### src/rtl/omega_pkg.sv
package omega_pkg;

  typedef enum logic [1:0] {
    SW_PASS  = 2'd0,
    SW_CROSS = 2'd1,
    SW_BC_UP = 2'd2,
    SW_BC_LO = 2'd3
  } sw_mode_e;

  // perfect shuffle: rotate a lg-bit port index left by one
  function automatic int unsigned shuffle_idx(input int unsigned p, input int unsigned lg);
    int unsigned n;
    n = 32'd1 << lg;
    return ((p << 1) | (p >> (lg - 1))) & (n - 1);
  endfunction

endpackage

### src/rtl/omega_switch.sv
module omega_switch
  import omega_pkg::*;
#(
  parameter int LOG_N  = 3,
  parameter int DATA_W = 16,
  parameter int DBIT   = 0
) (
  input  logic [1:0]             v_i,
  input  logic [1:0]             b_i,
  input  logic [1:0][LOG_N-1:0]  src_i,
  input  logic [1:0][LOG_N-1:0]  dst_i,
  input  logic [1:0][DATA_W-1:0] dat_i,
  output logic [1:0]             v_o,
  output logic [1:0]             b_o,
  output logic [1:0][LOG_N-1:0]  src_o,
  output logic [1:0][LOG_N-1:0]  dst_o,
  output logic [1:0][DATA_W-1:0] dat_o,
  output logic                   lose_o
);

  sw_mode_e   mode;
  logic       up_bit, lo_bit;
  logic [1:0] v_m;
  logic [1:0] sel;

  assign up_bit = dst_i[0][DBIT];
  assign lo_bit = dst_i[1][DBIT];

  // upper input has priority on a shared output
  always_comb begin
    mode   = SW_PASS;
    lose_o = 1'b0;
    if (v_i[0] && b_i[0]) begin
      mode = SW_BC_UP;
    end else if (v_i[1] && b_i[1]) begin
      mode = SW_BC_LO;
    end else if (v_i[0]) begin
      mode   = up_bit ? SW_CROSS : SW_PASS;
      lose_o = v_i[1] && (lo_bit == up_bit);
    end else if (v_i[1]) begin
      mode = lo_bit ? SW_PASS : SW_CROSS;
    end
  end

  assign v_m = {v_i[1] & ~lose_o, v_i[0]};

  always_comb begin
    unique case (mode)
      SW_PASS:  sel = 2'b10;
      SW_CROSS: sel = 2'b01;
      SW_BC_UP: sel = 2'b00;
      SW_BC_LO: sel = 2'b11;
      default:  sel = 2'b10;
    endcase
  end

  always_comb begin
    for (int j = 0; j < 2; j++) begin
      v_o[j]   = v_m[sel[j]];
      b_o[j]   = b_i[sel[j]];
      src_o[j] = src_i[sel[j]];
      dst_o[j] = dst_i[sel[j]];
      dat_o[j] = dat_i[sel[j]];
    end
  end

endmodule

### src/rtl/omega_stage.sv
module omega_stage
  import omega_pkg::*;
#(
  parameter int N_PORTS = 8,
  parameter int LOG_N   = 3,
  parameter int DATA_W  = 16,
  parameter int STAGE   = 0
) (
  input  logic [N_PORTS-1:0]             v_i,
  input  logic [N_PORTS-1:0]             b_i,
  input  logic [N_PORTS-1:0][LOG_N-1:0]  src_i,
  input  logic [N_PORTS-1:0][LOG_N-1:0]  dst_i,
  input  logic [N_PORTS-1:0][DATA_W-1:0] dat_i,
  output logic [N_PORTS-1:0]             v_o,
  output logic [N_PORTS-1:0]             b_o,
  output logic [N_PORTS-1:0][LOG_N-1:0]  src_o,
  output logic [N_PORTS-1:0][LOG_N-1:0]  dst_o,
  output logic [N_PORTS-1:0][DATA_W-1:0] dat_o,
  output logic [N_PORTS-1:0]             blk_o
);

  localparam int HALF = N_PORTS / 2;
  localparam int DBIT = LOG_N - 1 - STAGE;

  logic [N_PORTS-1:0]             v_sh, b_sh;
  logic [N_PORTS-1:0][LOG_N-1:0]  src_sh, dst_sh;
  logic [N_PORTS-1:0][DATA_W-1:0] dat_sh;
  logic [HALF-1:0]                lose;

  always_comb begin
    v_sh   = '0;
    b_sh   = '0;
    src_sh = '0;
    dst_sh = '0;
    dat_sh = '0;
    for (int p = 0; p < N_PORTS; p++) begin
      v_sh[shuffle_idx(p, LOG_N)]   = v_i[p];
      b_sh[shuffle_idx(p, LOG_N)]   = b_i[p];
      src_sh[shuffle_idx(p, LOG_N)] = src_i[p];
      dst_sh[shuffle_idx(p, LOG_N)] = dst_i[p];
      dat_sh[shuffle_idx(p, LOG_N)] = dat_i[p];
    end
  end

  for (genvar e = 0; e < HALF; e++) begin : g_sw
    omega_switch #(
      .LOG_N (LOG_N),
      .DATA_W(DATA_W),
      .DBIT  (DBIT)
    ) u_sw (
      .v_i   (v_sh[2*e +: 2]),
      .b_i   (b_sh[2*e +: 2]),
      .src_i (src_sh[2*e +: 2]),
      .dst_i (dst_sh[2*e +: 2]),
      .dat_i (dat_sh[2*e +: 2]),
      .v_o   (v_o[2*e +: 2]),
      .b_o   (b_o[2*e +: 2]),
      .src_o (src_o[2*e +: 2]),
      .dst_o (dst_o[2*e +: 2]),
      .dat_o (dat_o[2*e +: 2]),
      .lose_o(lose[e])
    );
  end

  // loser always sits on the lower input
  always_comb begin
    blk_o = '0;
    for (int e = 0; e < HALF; e++) begin
      if (lose[e]) blk_o[src_sh[2*e+1]] = 1'b1;
    end
  end

endmodule

### src/rtl/omega_ingress.sv
module omega_ingress #(
  parameter int N_PORTS = 8
) (
  input  logic [N_PORTS-1:0] v_i,
  input  logic [N_PORTS-1:0] b_i,
  output logic [N_PORTS-1:0] v_o,
  output logic [N_PORTS-1:0] b_o,
  output logic [N_PORTS-1:0] blk_o
);

  logic solo;
  logic [N_PORTS-1:0] bc_req;

  assign solo   = ($countones(v_i) == 1);
  assign bc_req = v_i & b_i;
  assign blk_o  = solo ? '0 : bc_req;
  assign v_o    = v_i & ~blk_o;
  assign b_o    = solo ? bc_req : '0;

endmodule

### src/rtl/omega_fabric.sv
module omega_fabric #(
  parameter int N_PORTS = 8,
  parameter int DATA_W  = 16,
  parameter int LOG_N   = $clog2(N_PORTS)
) (
  input  logic                        clk_i,
  input  logic                        rst_ni,
  input  logic [N_PORTS-1:0]          in_valid_i,
  input  logic [N_PORTS-1:0]          in_bcast_i,
  input  logic [N_PORTS*LOG_N-1:0]    in_dest_i,
  input  logic [N_PORTS*DATA_W-1:0]   in_data_i,
  output logic [N_PORTS-1:0]          out_valid_o,
  output logic [N_PORTS*LOG_N-1:0]    out_src_o,
  output logic [N_PORTS*DATA_W-1:0]   out_data_o,
  output logic [N_PORTS-1:0]          blocked_o
);

  logic [N_PORTS-1:0]             in_v_q, in_b_q;
  logic [N_PORTS-1:0][LOG_N-1:0]  in_d_q;
  logic [N_PORTS-1:0][DATA_W-1:0] in_x_q;

  logic [LOG_N:0][N_PORTS-1:0]             v_s, b_s;
  logic [LOG_N:0][N_PORTS-1:0][LOG_N-1:0]  s_s, d_s;
  logic [LOG_N:0][N_PORTS-1:0][DATA_W-1:0] x_s;
  logic [LOG_N-1:0][N_PORTS-1:0]           blk_s;
  logic [N_PORTS-1:0]                      ing_blk, blk_all;

  logic [N_PORTS-1:0]             out_v_q, blk_q;
  logic [N_PORTS-1:0][LOG_N-1:0]  out_s_q;
  logic [N_PORTS-1:0][DATA_W-1:0] out_x_q;

  always_ff @(posedge clk_i or negedge rst_ni) begin
    if (!rst_ni) begin
      in_v_q <= '0;
      in_b_q <= '0;
      in_d_q <= '0;
      in_x_q <= '0;
    end else begin
      in_v_q <= in_valid_i;
      in_b_q <= in_bcast_i;
      in_d_q <= in_dest_i;
      in_x_q <= in_data_i;
    end
  end

  omega_ingress #(.N_PORTS(N_PORTS)) u_ingress (
    .v_i  (in_v_q),
    .b_i  (in_b_q),
    .v_o  (v_s[0]),
    .b_o  (b_s[0]),
    .blk_o(ing_blk)
  );

  always_comb begin
    for (int p = 0; p < N_PORTS; p++) s_s[0][p] = LOG_N'(p);
  end
  assign d_s[0] = in_d_q;
  assign x_s[0] = in_x_q;

  for (genvar k = 0; k < LOG_N; k++) begin : g_stage
    omega_stage #(
      .N_PORTS(N_PORTS),
      .LOG_N  (LOG_N),
      .DATA_W (DATA_W),
      .STAGE  (k)
    ) u_stage (
      .v_i  (v_s[k]),
      .b_i  (b_s[k]),
      .src_i(s_s[k]),
      .dst_i(d_s[k]),
      .dat_i(x_s[k]),
      .v_o  (v_s[k+1]),
      .b_o  (b_s[k+1]),
      .src_o(s_s[k+1]),
      .dst_o(d_s[k+1]),
      .dat_o(x_s[k+1]),
      .blk_o(blk_s[k])
    );
  end

  always_comb begin
    blk_all = ing_blk;
    for (int k = 0; k < LOG_N; k++) blk_all = blk_all | blk_s[k];
  end

  always_ff @(posedge clk_i or negedge rst_ni) begin
    if (!rst_ni) begin
      out_v_q <= '0;
      out_s_q <= '0;
      out_x_q <= '0;
      blk_q   <= '0;
    end else begin
      out_v_q <= v_s[LOG_N];
      out_s_q <= s_s[LOG_N];
      out_x_q <= x_s[LOG_N];
      blk_q   <= blk_all;
    end
  end

  assign out_valid_o = out_v_q;
  assign out_src_o   = out_s_q;
  assign out_data_o  = out_x_q;
  assign blocked_o   = blk_q;

endmodule

### config.mk
export PLATFORM = sky130hd
export DESIGN_NAME = omega_fabric
export DESIGN_NICKNAME = d
export VERILOG_FILES = /design/src/rtl/omega_pkg.sv /design/src/rtl/omega_switch.sv /design/src/rtl/omega_stage.sv /design/src/rtl/omega_ingress.sv /design/src/rtl/omega_fabric.sv
export SDC_FILE = /design/constraint.sdc
export NUM_CORES = 1
export LEC_CHECK = 0
export BUFFER_PORTS_ARGS = -buffer_cell sky130_fd_sc_hd__buf_2
export CAP_MARGIN = 20
export CORE_MARGIN = 2
export CORE_UTILIZATION = 49
export DETAILED_ROUTE_END_ITERATION = 6
export GPL_TIMING_DRIVEN = 0
export PLACE_DENSITY = 0.86
export SYNTH_ARGS = -nofsm -noshare
export SYNTH_HDL_FRONTEND = slang
export SYNTH_SLANG_ARGS = --single-unit
### constraint.sdc
create_clock -name clk_i -period 5.8 [get_ports clk_i]
set_input_delay 0.87 -clock clk_i [delete_from_list [all_inputs] [get_ports clk_i]]
set_output_delay 0.87 -clock clk_i [all_outputs]
set_load 0.03 [all_outputs]
==> results of run 1 <==
## how the worst max path moves through the flow
| stage | slack, ns | start | endpoint |
|---|---|---|---|
| final | 0.07 | in_v_q[7] | blocked_o[3] |
| after detailed placement | -1.00 | in_v_q[6] | out_data_o[11] |
| after CTS | -0.04 | in_v_q[6] | out_data_o[49] |
| after global placement | -2.03 | rst_ni | out_src_o[9] |
| after floorplan | 0.07 | in_v_q[6] | out_data_o[104] |
| after global routing | -0.05 | in_v_q[6] | out_data_o[123] |
## worst register-to-register path, stage by stage, from the launching register on
cell and delay (ns):
sky130_fd_sc_hd__dfrtp_2 0.43, sky130_fd_sc_hd__ha_4 0.17, sky130_fd_sc_hd__fa_1 0.55, sky130_fd_sc_hd__inv_2 0.04
sky130_fd_sc_hd__fa_1 0.53, sky130_fd_sc_hd__inv_1 0.04, sky130_fd_sc_hd__ha_2 0.17, sky130_fd_sc_hd__fa_2 0.45
sky130_fd_sc_hd__or4b_4 0.56, sky130_fd_sc_hd__bufbuf_16 0.30, sky130_fd_sc_hd__a21boi_4 0.19, sky130_fd_sc_hd__and2_4 0.19
sky130_fd_sc_hd__a221oi_4 0.05, sky130_fd_sc_hd__o31ai_1 0.31, sky130_fd_sc_hd__buf_4 0.19, sky130_fd_sc_hd__mux2_2 0.35
sky130_fd_sc_hd__xnor2_1 0.12, sky130_fd_sc_hd__or4b_1 0.54, sky130_fd_sc_hd__o221ai_2 0.22, sky130_fd_sc_hd__a221o_1 0.24
## cells in the final DEF, fill, tap and decap left out, drive strengths merged, types with 6 or more instances in the layout
cell | Yosys | final
nor2 | 26 | 26
dfrtp | 336 | 336
nand2 | 43 | 43
inv | 31 | 33
a21oi | 23 | 23
nand3 | 8 | 8
o21ai | 27 | 27
mux2i | 297 | 297
clkbuf | 23 | 69
ha | 6 | 6
buf | 28 | 431
clkinv | 0 | 9
a21o | 6 | 6
xnor2 | 7 | 7
nor3b | 6 | 6
o221ai | 8 | 8
diode | 0 | 9
nor2b | 9 | 9
a31oi | 6 | 6
mux2 | 137 | 137
## logic make-up (layout without fill, tap and decap cells)
kind of cell    count (synthesis)  after routing  share of synthesized area
flops                         336            336                      0.548
other cells                     0              9                          0
simple gates                  126            126                     0.0437
xor+xnor                       12             12                    0.00685
compound gates                133            133                     0.0690
fa+ha+maj                      10             10                     0.0101
mux                           434            434                      0.297
buf+inv                        82            548                     0.0252
## repair_timing
action / in CTS / in global routing
pin swaps: 25 / 19
endpoints found under the setup margin: 158 / 148
gates resized for setup: 112 / 40
setup buffers: 52 / 2
gates cloned: 4 / 0
## state kept, by name (all words and copies together), names as in the netlist
name         count
in_v_q           8
out_src_o       24
in_b_q           8
blocked_o        8
out_valid_o      8
d_s             24
in_x_q         128
out_data_o     128
## layout make-up
class	instances	area (um^2)	area share
Sequential cell	336	8420	0.421
Antenna cell	9	22.5	0.00113
Clock buffer	48	1030	0.0513
Tap cell	396	495	0.0248
Buffer	49	402	0.0201
Clock inverter	14	111	0.00557
Multi-Input combinational cell	715	6970	0.349
Inverter	31	116	0.00582
Timing Repair Buffer	406	2420	0.121
## per-layer routing
| metal | track usage | wire length (um) |
|---|---|---|
| met1 | 0.397 | 20700 |
| met2 | 0.509 | 24200 |
| met3 | 0.0653 | 3630 |
| met4 | 0.152 | 2950 |
| met5 | 0 | 31 |
## power breakdown
part	internal (mW)	total [mW]	switching, mW
registers	2.99	3.24	0.251
clock network	1.25	2.21	0.960
logic	2.25	5.80	3.55
total	6.50	11.3	4.76
## metrics by stage
step                      power (mW)  hold WS [ns]  instance area [um^2]
after detailed placement        8.38         0.688                 17700
after floorplan                 6.66         0.574                 15300
after global placement          8.28         0.689                 17500
after global routing            11.7         0.415                 20000
after CTS                       11.1         0.373                 19700
final                           11.3         0.351                 20000
==> flow_summary.ini, run 1 <==
[placement]
placed_cells = 1874
dp_hpwl_um = 35400
dpl_worst_slack_ns = -1.00
numPortBuffers = 337
routabilityCongestion = 0.850

[clock_network]
clk_latency_ns = 0.55
clock_path_buffers = 3
buffer_type_at_the_clock_tree_root = sky130_fd_sc_hd__clkbuf_16
tritoncts = done
clock_sinks = 336
postCtsHoldBufs = 0
clock_transition_at_the_register_clock_pins_on_the_worst_setup_and_hold_paths_after_cts_ns = 0.06
cts_htree_levels = 2
cts_buffers = 36

[final_layout]
post_layout_utilization_of_the_core = 0.650
final_layout_size_suffix_gt1_frac = 0.442
synthToLayoutAreaGrowth_pct = 30.2
finalNetCount = 1755
stdcell_count = 2004
num-fill-cells = 2292

[global_routing]
grt_pass1_vias = 12300
gr-usage-all-layers = 0.311
grt_overflow_total = 0
antenna_found_initial = 11
grt_first_pass_wirelength_um = 75100
grt_start_max_net_pins = 136

[critical_path]
setup_slack_reg_to_reg_ns = 0.07
critical_path_cell_count = 19
timing.critical_path.slowest_cell_delay_ns = 0.56
endpoint_arrival_time_on_the_critical_path_ns = 6.18
regToRegEndpoint = blocked_o[3]
crit_family = adder cells
worst-endpoint-required_ns = 6.25
r2r_start = in_v_q[7]
r2r.worst_path.cells = 19
worst-path-max-fanout = 5
worst_setup_path_start_kind = flip-flop
timing.critical_path.slowest_stage_cell = sky130_fd_sc_hd__or4b_4
critPathMostFrequentCell = sky130_fd_sc_hd__fa_1
cp_num_buf_inv = 4
crit_chain = ha_4 -> fa_1 -> inv_2 -> fa_1 -> inv_1 -> ha_2 -> fa_2 -> or4b_4 -> bufbuf_16 -> a21boi_4 -> and2_4 -> a221oi_4 -> o31ai_1 -> buf_4 -> mux2_2 -> xnor2_1 -> or4b_1 -> o221ai_2 -> a221o_1
worstSetupEndpointType = flip-flop
setup.worst_path.class = reg2reg

[pwr]
total_leakage_power_nw = 9.58
power_density_mw_per_mm2 = 563
highest_ir_drop_seen_on_vdd_mv = 0.405

[logic_synthesis]
post_synth_inst_count = 1133
netlist_top_cells_area = sky130_fd_sc_hd__dfrtp_1 55%, sky130_fd_sc_hd__mux2i_1 19%, sky130_fd_sc_hd__mux2_2 8.1%
synth_cell_types = 88
synth_top_area_frac = 0.548
yosys.cell_count.top_type = sky130_fd_sc_hd__dfrtp_1
postSynthAreaPerCell_um2 = 13.5
syn-num-nets = 1313
async_sr_flop_fraction = 1.00
post_synth_instance_area_mm2 = 0.0153
synthDominantAreaCellType = sky130_fd_sc_hd__dfrtp_1
ys_ff_latch = 336
synth_sequential_area_ratio = 0.548
synth_top_cells_by_count = 336 x sky130_fd_sc_hd__dfrtp_1, 295 x sky130_fd_sc_hd__mux2i_1, 111 x sky130_fd_sc_hd__mux2_2
synth_ff_type = sky130_fd_sc_hd__dfrtp_1
synth-edff-count = 0
yosysWarnings = 0

[worst_hold_path]
timing.hold.worst.class = in2async

[run_status]
run_status = complete, no violations

[routing]
number_of_vias_per_cell_after_detailed_routing = 5.82
dr.pass1.iters = 5
routed_wl_um = 51500
route.detailed.drc = 0
starting_drc_count_in_detailed_routing = 893
drtAntennaViolNets = 0
route.vias.total = 11700
routed_wire_length_per_instance_um = 25.7

[floorplan]
initial_core_util = 0.499
floorplan.rows = 64
dieHeight_um = 181
die_width_um = 181
fp.dieArea_mm2 = 0.0327
core_area_mm2 = 0.0307
floorplan.io_pins = 338

[sta]
worst_slew_margin_rel = 0.193
fin_crit_ns = 5.73
setup_viol = 0
final_setup_slack_of_the_worst_path_ns = 0.0734
tightestPinTransition_ns = 1.21
timing_hold_violations_final = 0
maximum_achievable_frequency_mhz = 175
fin_crit_sh = 0.987
grt_setup_unrepaired = yes
fin_setup_tns_ns = 0
finalMaxSlewViolations = 0
worst_clock_skew_ns = 0.0268

[job]
max_cap_viol_count = 0
(Power assumes the default switching activity.)
==> run 2: changes to the inputs <==
--- a/config.mk
+++ b/config.mk
@@ -7,6 +7,7 @@
 export LEC_CHECK = 0
 export BUFFER_PORTS_ARGS = -buffer_cell sky130_fd_sc_hd__buf_2
 export CAP_MARGIN = 20
+export CORE_ASPECT_RATIO = 1.5
 export CORE_MARGIN = 2
 export CORE_UTILIZATION = 49
 export DETAILED_ROUTE_END_ITERATION = 6
==> run 2 against run 1 <==
  * Critical path depth increased by 3
  * Clock power decreased by 8%
  * Sequential cell count is the same
  * First-iteration DRC count is 19% lower
  * Cell area is 0.16% lower
  * Combinational power rose by 2%
  * Core utilization fell by 0.50 points
==> flow_summary.ini, run 2 (synthesis gave the netlist of run 1 again) <==
[sta]
fin_crit_ns = 5.74
timing_hold_violations_final = 0
finalMaxSlewViolations = 0
final_setup_slack_of_the_worst_path_ns = 0.0576
maximum_achievable_frequency_mhz = 174
setup_viol = 0
grt_setup_unrepaired = yes
worst_clock_skew_ns = 0.0154
tightestPinTransition_ns = 1.15
worst_slew_margin_rel = 0.236
fin_crit_sh = 0.990

[critical_path]
timing.critical_path.slowest_cell_delay_ns = 0.58
setup.worst_path.class = reg2reg
setup_slack_reg_to_reg_ns = 0.06
r2r_start = in_v_q[2]
worstSetupEndpointType = flip-flop
worst-endpoint-required_ns = 6.26
critPathMostFrequentCell = sky130_fd_sc_hd__buf_12
timing.critical_path.slowest_stage_cell = sky130_fd_sc_hd__or4b_4
crit_chain = ha_4 -> inv_1 -> fa_2 -> fa_1 -> inv_1 -> ha_2 -> fa_2 -> or4b_4 -> buf_8 -> buf_12 -> nand2_2 -> a22o_1 -> a32oi_2 -> o211a_1 -> or2_4 -> buf_12 -> mux2i_4 -> o31a_1 -> a21oi_4 -> buf_12 -> buf_12 -> mux2_2
worst-path-max-fanout = 10
endpoint_arrival_time_on_the_critical_path_ns = 6.21
worst_setup_path_start_kind = flip-flop
r2r.worst_path.cells = 22
regToRegEndpoint = out_data_o[38]

[global_routing]
grt_overflow_total = 0
grt_pass1_vias = 12500
antenna_found_initial = 12
grt_start_max_net_pins = 133
grt_first_pass_wirelength_um = 74700
gr-usage-all-layers = 0.312

[final_layout]
final_layout_size_suffix_gt1_frac = 0.444
post_layout_utilization_of_the_core = 0.645
layout_commonest_cell = sky130_fd_sc_hd__buf_2
num-fill-cells = 2210
layout_common_cells = 340 x sky130_fd_sc_hd__buf_2, 331 x sky130_fd_sc_hd__dfrtp_1, 285 x sky130_fd_sc_hd__mux2i_1
finalNetCount = 1744
synthToLayoutAreaGrowth_pct = 30.0

[pwr]
power_density_mw_per_mm2 = 563
highest_ir_drop_seen_on_vdd_mv = 0.486
total_leakage_power_nw = 9.52
report.power.total_mw = 11.2

[placement]
numPortBuffers = 337
dpl_worst_slack_ns = -1.08
dp_hpwl_um = 35700
routabilityCongestion = 0.915

[routing]
route.detailed.drc = 0
starting_drc_count_in_detailed_routing = 722
routed_wire_length_per_instance_um = 26.3
dr.pass1.iters = 5
drtAntennaViolNets = 0
route.vias.total = 11600
number_of_vias_per_cell_after_detailed_routing = 5.81
routed_wl_um = 52600

[floorplan]
die_width_um = 148
initial_core_util = 0.496
floorplan.io_pins = 338
fp.dieArea_mm2 = 0.0328
dieHeight_um = 221
floorplan.rows = 79
core_area_mm2 = 0.0309

[clock_network]
tritoncts = done
clock_sinks = 336
buffer_type_at_the_clock_tree_root = sky130_fd_sc_hd__clkbuf_16
cts_htree_levels = 1
clock_path_buffers = 3
clk_latency_ns = 0.59
clock_transition_at_the_register_clock_pins_on_the_worst_setup_and_hold_paths_after_cts_ns = 0.07
cts_buffers = 31

[job]
max_cap_viol_count = 0

[worst_hold_path]
timing.hold.worst.class = in2async

[run_status]
run_status = complete, no violations
==> run 2: per-stage QoR <==
stage / cell area (um^2) / cells / setup TNS [ns] / hold WS, ns
after floorplan: 15300 / 1133 / 0 / 0.574
after detailed placement: 17700 / 1883 / -102.61 / 0.684
after global placement: 17500 / 1875 / -740.94 / 0.681
after global routing: 19900 / 2003 / -1.48 / 0.313
final: 19900 / 2003 / 0 / 0.260
after CTS: 19500 / 1981 / 0 / 0.301
==> run 2: critical path: cells and delay by family (launching register included) <==
kind	cells	cell delay, ns
AOI/OAI and AO/OA	5	1.05
adders and majority gates	5	1.81
buffers and inverters	7	0.87
DFF	1	0.46
muxes	2	0.53
and+or+nand+nor	3	0.91
==> run 2: how the worst max path moves through the flow <==
| stage | from | endpoint |
|---|---|---|
| after floorplan | in_v_q[6] | out_data_o[104] |
| after detailed placement | in_v_q[6] | out_data_o[4] |
| final | in_v_q[2] | out_data_o[38] |
| after CTS | in_v_q[5] | out_data_o[55] |
| after global placement | rst_ni | in_b_q[3] |
| after global routing | in_v_q[6] | out_data_o[124] |
==> run 2: report_power, final <==
part	internal (mW)	total (mW)	switching (mW)	leakage, nW
registers	2.99	3.29	0.300	3.92
clock network	1.13	2.04	0.910	0.478
logic	2.33	5.91	3.58	5.12
==> run 2: area by class of cell <==
cell class,instances,area (um^2),share of cell area
Tap cell,405,507,0.0254
Sequential cell,336,8410,0.422
Inverter,31,116,0.00583
Multi-Input combinational cell,715,7080,0.355
Clock inverter,17,164,0.00822
Timing Repair Buffer,399,2360,0.118
Antenna cell,11,27.5,0.00138
Clock buffer,39,846,0.0424
Buffer,50,433,0.0217
==> run 2: per-layer routing <==
| layer | routed length [um] | global-route usage | part of all wire | vias up |
|---|---|---|---|---|
| met5 | 13 | 0 | 0.00025 | - |
| met2 | 26200 | 0.543 | 0.50 | 655 |
| met3 | 3540 | 0.0538 | 0.067 | 235 |
| li1 | - | - | - | 4986 |
| met1 | 18100 | 0.345 | 0.34 | 5765 |
| met4 | 4690 | 0.221 | 0.089 | 2 |
==> run 2: what timing repair did <==
action                     in CTS  in global routing
pin swaps                      26                 30
resized for setup             119                 63
hold buffers                    0                  0
setup endpoints to repair     159                150
setup buffers                  40                 10
gates cloned                    2                  1
